**src/rtl/wbq_scoreboard.sv**
```systemverilog
module wbq_scoreboard #(
  parameter int DEPTH = 4,
  parameter int RW    = 5,
  parameter int DW    = 32,
  localparam int PW   = (DEPTH > 1) ? $clog2(DEPTH) : 1,
  localparam int CW   = $clog2(DEPTH + 1)
) (
  input  logic          clk,
  input  logic          rst,
  input  logic          enq_valid,
  input  logic [1:0]    enq_kind,
  input  logic [RW-1:0] enq_dest,
  input  logic [DW-1:0] enq_data,
  input  logic          deq_valid,
  output logic [1:0]    first_kind,
  output logic [RW-1:0] first_dest,
  output logic [DW-1:0] first_data,
  output logic          empty,
  output logic          full,
  output logic          enq_drop,
  output logic          deq_drop,
  input  logic [RW-1:0] qa_idx,
  output logic          qa_hit,
  input  logic [RW-1:0] qb_idx,
  output logic          qb_hit
);

  localparam logic [1:0] K_ALU  = 2'd0;
  localparam logic [1:0] K_LOAD = 2'd1;

  logic [1:0]       kind_q [DEPTH];
  logic [RW-1:0]    dest_q [DEPTH];
  logic [DW-1:0]    data_q [DEPTH];
  logic [DEPTH-1:0] vld_q;
  logic [PW-1:0]    rd_ptr, wr_ptr;
  logic [CW-1:0]    count;
  logic [DEPTH-1:0] hit_a, hit_b;
  logic             do_enq, do_deq;

  function automatic logic [PW-1:0] bump(input logic [PW-1:0] p);
    return (p == PW'(DEPTH - 1)) ? '0 : p + 1'b1;
  endfunction

  assign empty    = (count == '0);
  assign full     = (count == CW'(DEPTH));
  assign do_enq   = enq_valid & ~full;
  assign do_deq   = deq_valid & ~empty;
  assign enq_drop = enq_valid & full;
  assign deq_drop = deq_valid & empty;

  always_ff @(posedge clk) begin
    if (do_enq) begin
      kind_q[wr_ptr] <= enq_kind;
      dest_q[wr_ptr] <= enq_dest;
      data_q[wr_ptr] <= enq_data;
    end
  end

  always_ff @(posedge clk) begin
    if (rst) begin
      vld_q  <= '0;
      rd_ptr <= '0;
      wr_ptr <= '0;
      count  <= '0;
    end else begin
      if (do_enq) begin
        vld_q[wr_ptr] <= 1'b1;
        wr_ptr        <= bump(wr_ptr);
      end
      if (do_deq) begin
        vld_q[rd_ptr] <= 1'b0;
        rd_ptr        <= bump(rd_ptr);
      end
      count <= count + CW'(do_enq) - CW'(do_deq);
    end
  end

  for (genvar i = 0; i < DEPTH; i++) begin : g_slot
    logic writer;
    assign writer   = vld_q[i] & ((kind_q[i] == K_ALU) | (kind_q[i] == K_LOAD));
    assign hit_a[i] = writer & (dest_q[i] == qa_idx);
    assign hit_b[i] = writer & (dest_q[i] == qb_idx);
  end

  assign qa_hit = |hit_a;
  assign qb_hit = |hit_b;

  assign first_kind = kind_q[rd_ptr];
  assign first_dest = dest_q[rd_ptr];
  assign first_data = data_q[rd_ptr];

  p_reset_empty_r1: assert property (@(posedge clk)
    rst |=> (empty && !full && vld_q == '0));

  p_hit_needs_entry_r2: assert property (@(posedge clk) disable iff (rst)
    (qa_hit || qb_hit) |-> !empty);

  p_valid_count_r6: assert property (@(posedge clk) disable iff (rst)
    $countones(vld_q) == 32'(count));

  p_no_overflow_r8: assert property (@(posedge clk) disable iff (rst)
    (full && enq_valid && !deq_valid) |=> (full && $stable(wr_ptr)));

  p_no_underflow_r9: assert property (@(posedge clk) disable iff (rst)
    (empty && deq_valid) |=> $stable(rd_ptr));

  p_both_ops_r10: assert property (@(posedge clk) disable iff (rst)
    (enq_valid && deq_valid && !empty && !full) |=> $stable(count));

endmodule

```
**config.mk**
```make
export PLATFORM = sky130hd
export DESIGN_NAME = wbq_scoreboard
export DESIGN_NICKNAME = d
export VERILOG_FILES = /design/src/rtl/wbq_scoreboard.sv
export SDC_FILE = /design/constraint.sdc
export NUM_CORES = 1
export LEC_CHECK = 0
export ABC_AREA = 0
export CAP_MARGIN = 10
export CORE_AREA = 4 4 123 125
export CTS_CLUSTER_SIZE = 14
export DETAILED_ROUTE_END_ITERATION = 8
export DIE_AREA = 0 0 127 129
export GPL_TIMING_DRIVEN = 0
export PLACE_DENSITY = 0.73
export REMOVE_ABC_BUFFERS = 1
export SLEW_MARGIN = 25
export SYNTH_ARGS = -nofsm -noshare
export SYNTH_HDL_FRONTEND = slang
export SYNTH_SLANG_ARGS = --single-unit
```
**constraint.sdc**
```tcl
create_clock -name clk -period 1.9 [get_ports clk]
set_input_delay 0.38 -clock clk [delete_from_list [all_inputs] [get_ports clk]]
set_output_delay 0.38 -clock clk [all_outputs]
set_load 0.01 [all_outputs]
```
==> results.py <==
metrics = {
    "grt": {
        "grt_overflow": 0,
        "grtUsageMet3_pct": 4.57,
        "grtUsageMet1_pct": 20.4,
        "grt_pass1_wl_um": 21100,
        "grt_pass1_vias": 3929,
        "grt_max_degree": 41,
        "met2_usage_pct": 30.7,
        "grt_antenna_before_repair": 0,
        "grtUsageTotal_pct": 17.6,
        "top_usage_layer": "met2",
    },
    "cts": {
        "root_buffer": "clkbuf_16",
        "h-tree-depth": 4,
        "numCtsBuffers": 17,
        "clk-insertion-delay-late_ns": 0.42,
        "hold_buffers": 0,
        "cts_sinks": 169,
        "cts_tree": "yes",
        "path_clk_slew_ns": 0.06,
        "cts_buffer_depth": 2,
    },
    "floorplanning": {
        "die_w_um": 127,
        "coreArea_mm2": 0.0139,
        "die-area_mm2": 0.0164,
        "rows": 43,
        "start_util_pct": 48.7,
        "ios": 98,
        "die_h_um": 129,
    },
    "layout": {
        "drive_gt1_share_pct": 32.1,
        "final_cell_mix": "156 x edfxtp_1, 43 x clkdlybuf4s50_1, 39 x mux4_2, 39 x buf_6, 31 x xor2_1",
        "area_growth_pct": 31.2,
        "final_area_mm2": 0.00887,
        "mostFrequentLayoutCell": "edfxtp_1",
        "diodes": 0,
        "final-instance-count-excl-fill": 654,
        "nNetsFinal": 525,
    },
    "drt": {
        "wl_per_cell_um": 20.9,
        "routed_via_density": 5.34,
        "ant_nets": 0,
        "drt_iter0_drc": 202,
        "vias": 3490,
        "drc": 0,
        "drt-pass1-iter-count": 4,
        "drt_wl_total_um": 13700,
    },
    "power_and_ir_drop": {
        "powerDensity_mw_per_mm2": 1230,
        "p_leak_nw": 3.04,
        "vdd_drop_max_v": 0.000727,
    },
    "worst_setup_path": {
        "worstSetupEndpointType": "output pin",
        "critPathArrivalTime_ns": 1.82,
        "worstSetupPathType": "flop to output pin",
        "crit_required_ns": 1.52,
        "path_max_fanout": 6,
        "reg2reg_from": "count[2]",
        "startpoint_type": "flop",
    },
    "sta": {
        "finalSetupViolCount": 42,
        "finalMaxSlewViolations": 0,
        "tightest_slew_ns": 0.651,
        "fin_crit_ns": 2.20,
        "max_freq_mhz": 455,
        "slew_headroom_pct": 56.6,
        "hold_viol": 0,
        "rsz0062_at_grt": "yes",
        "whs_ns": 0.469,
        "finClkSkew_ns": 0.00613,
        "setup_slack_ns": -0.299,
        "fin_crit_sh_pct": 116,
    },
    "yosys": {
        "synth_top_family_by_area": "multiplexers",
        "synth-seq-cells": 169,
        "synth_top_area_cell": "edfxtp_1",
        "synth_area_mm2": 0.00676,
        "ys_seq_area_share_pct": 73.1,
        "yosys_warnings": 0,
        "synth_compound_area_share_pct": 1.07,
        "synth_area_leaders": "edfxtp_1 69%, mux4_2 13%, xor2_1 4.3%",
        "synth_cell_types": 26,
        "yosys.area_share.xor_xnor_pct": 5.57,
        "synthAdderAreaFrac_pct": 1.96,
        "synthSimpleGateAreaFrac_pct": 3.76,
        "synth_cells": 335,
        "synthMuxAreaShare_pct": 13.3,
        "syn-mean-instance-area_um2": 20.2,
        "synth_top_area_share_pct": 69.3,
    },
    "flow_run": {
        "maxCapViolations": 0,
    },
    "placement": {
        "place_congestion": 0.827,
        "placed_area_mm2": 0.00792,
        "place_inst": 602,
        "dp_slack_ns": -0.808,
        "io_buffers": 97,
        "dp_hpwl_um": 7860,
    },
    "worst_hold_path": {
        "min_from": "vld_q[1]",
        "hold_path_class": "flop to flop",
    },
    "status": {
        "violations": "negative setup slack",
        "outcome": "finished, violations left",
    },
}
## cell usage after synthesis
master    count
ha_1          9
mux2i_1       2
a21oi_1       7
xor2_1       33
buf_2         4
nand4_1       2
inv_1         5
nor3_1        2
and2_1        2
edfxtp_1    156
clkbuf_1      4
nor4_1        8
o21a_1        4
xnor2_1      10
dfxtp_1      13
nand2_1       2
nand3_1       8
nor2_1        8
o31ai_1       1
mux4_2       39
buf_6         2
buf_4         1
and2_4        4
nor2b_1       7
nor3b_2       1
fa_1          1
## registers in the layout, summed over array words and instances (netlist names), named ones only
signal  flops
dest_q     20
count       3
rd_ptr      2
vld_q       4
data_q    128
kind_q      8
wr_ptr      2
## worst paths after layout
| kind | endpoint | slack, ns | cells past startpoint |
|---|---|---|---|
| worst min register to register | vld_q[1] | 0.47 | 1 |
| worst max-delay path | first_data[10] | -0.30 | 5 |
| worst min-delay path | vld_q[1] | 0.47 | 1 |
| worst max register to register | count[2] | -0.04 | 9 |
## routing by layer
metal	wire length (µm)	up-vias
li1	-	1597
met1	5390	1769
met2	7320	105
met3	719	19
met4	270	0
met5	0	-
## worst max-delay path: stages (launching register included)
cell     delay (ns)
dfxtp_4        0.39
buf_12         0.14
buf_12         0.13
buf_6          0.09
mux4_2         0.49
buf_6          0.14
## metrics by stage
| step | util (%) | power [W] | setup TNS [ns] |
|---|---|---|---|
| 2_1_floorplan | - | 0.00602 | -35.07 |
| 3_3_place_gp | 56.9 | 0.00717 | -172.78 |
| 3_5_place_dp | 57.1 | 0.00723 | -111.43 |
| 4_1_cts | 62.9 | 0.0108 | -9.67 |
| 5_1_grt | 63.9 | 0.0114 | -10.46 |
| 6_report | 63.9 | 0.0109 | -8.11 |
## cell families after synthesis
family,Yosys count
XOR/XNOR,43
buffers and inverters,16
multiplexers,41
adder cells (fa/ha/maj),10
AO/OA/AOI/OAI,12
flip-flops,169
AND/OR/NAND/NOR,44
## report_power, final
| part | switching (W) | internal (W) | total [W] | leakage (nW) |
|---|---|---|---|---|
| clock network | 0.00133 | 0.00193 | 0.00326 | 0.269 |
| logic | 0.00131 | 0.00166 | 0.00297 | 1.24 |
| registers | 0.000193 | 0.00451 | 0.00470 | 1.54 |
## what timing repair did
item	4_1_cts	5_1_grt
hold endpoints to repair	0	0
endpoints found under the setup margin	207	43
gates cloned	3	1
buffers inserted	14	5
resized for setup	225	30
pin swaps	11	12
## layout make-up
cell class	count	area, µm²
Multi-Input combinational cell	150	1830
Tap cell	180	225
Clock buffer	20	437
Timing Repair Buffer	119	1280
Clock inverter	11	124
Fill cell	955	5010
Sequential cell	169	4960
Inverter	5	18.8
No activity file was read; power rests on OpenSTA's default activity.
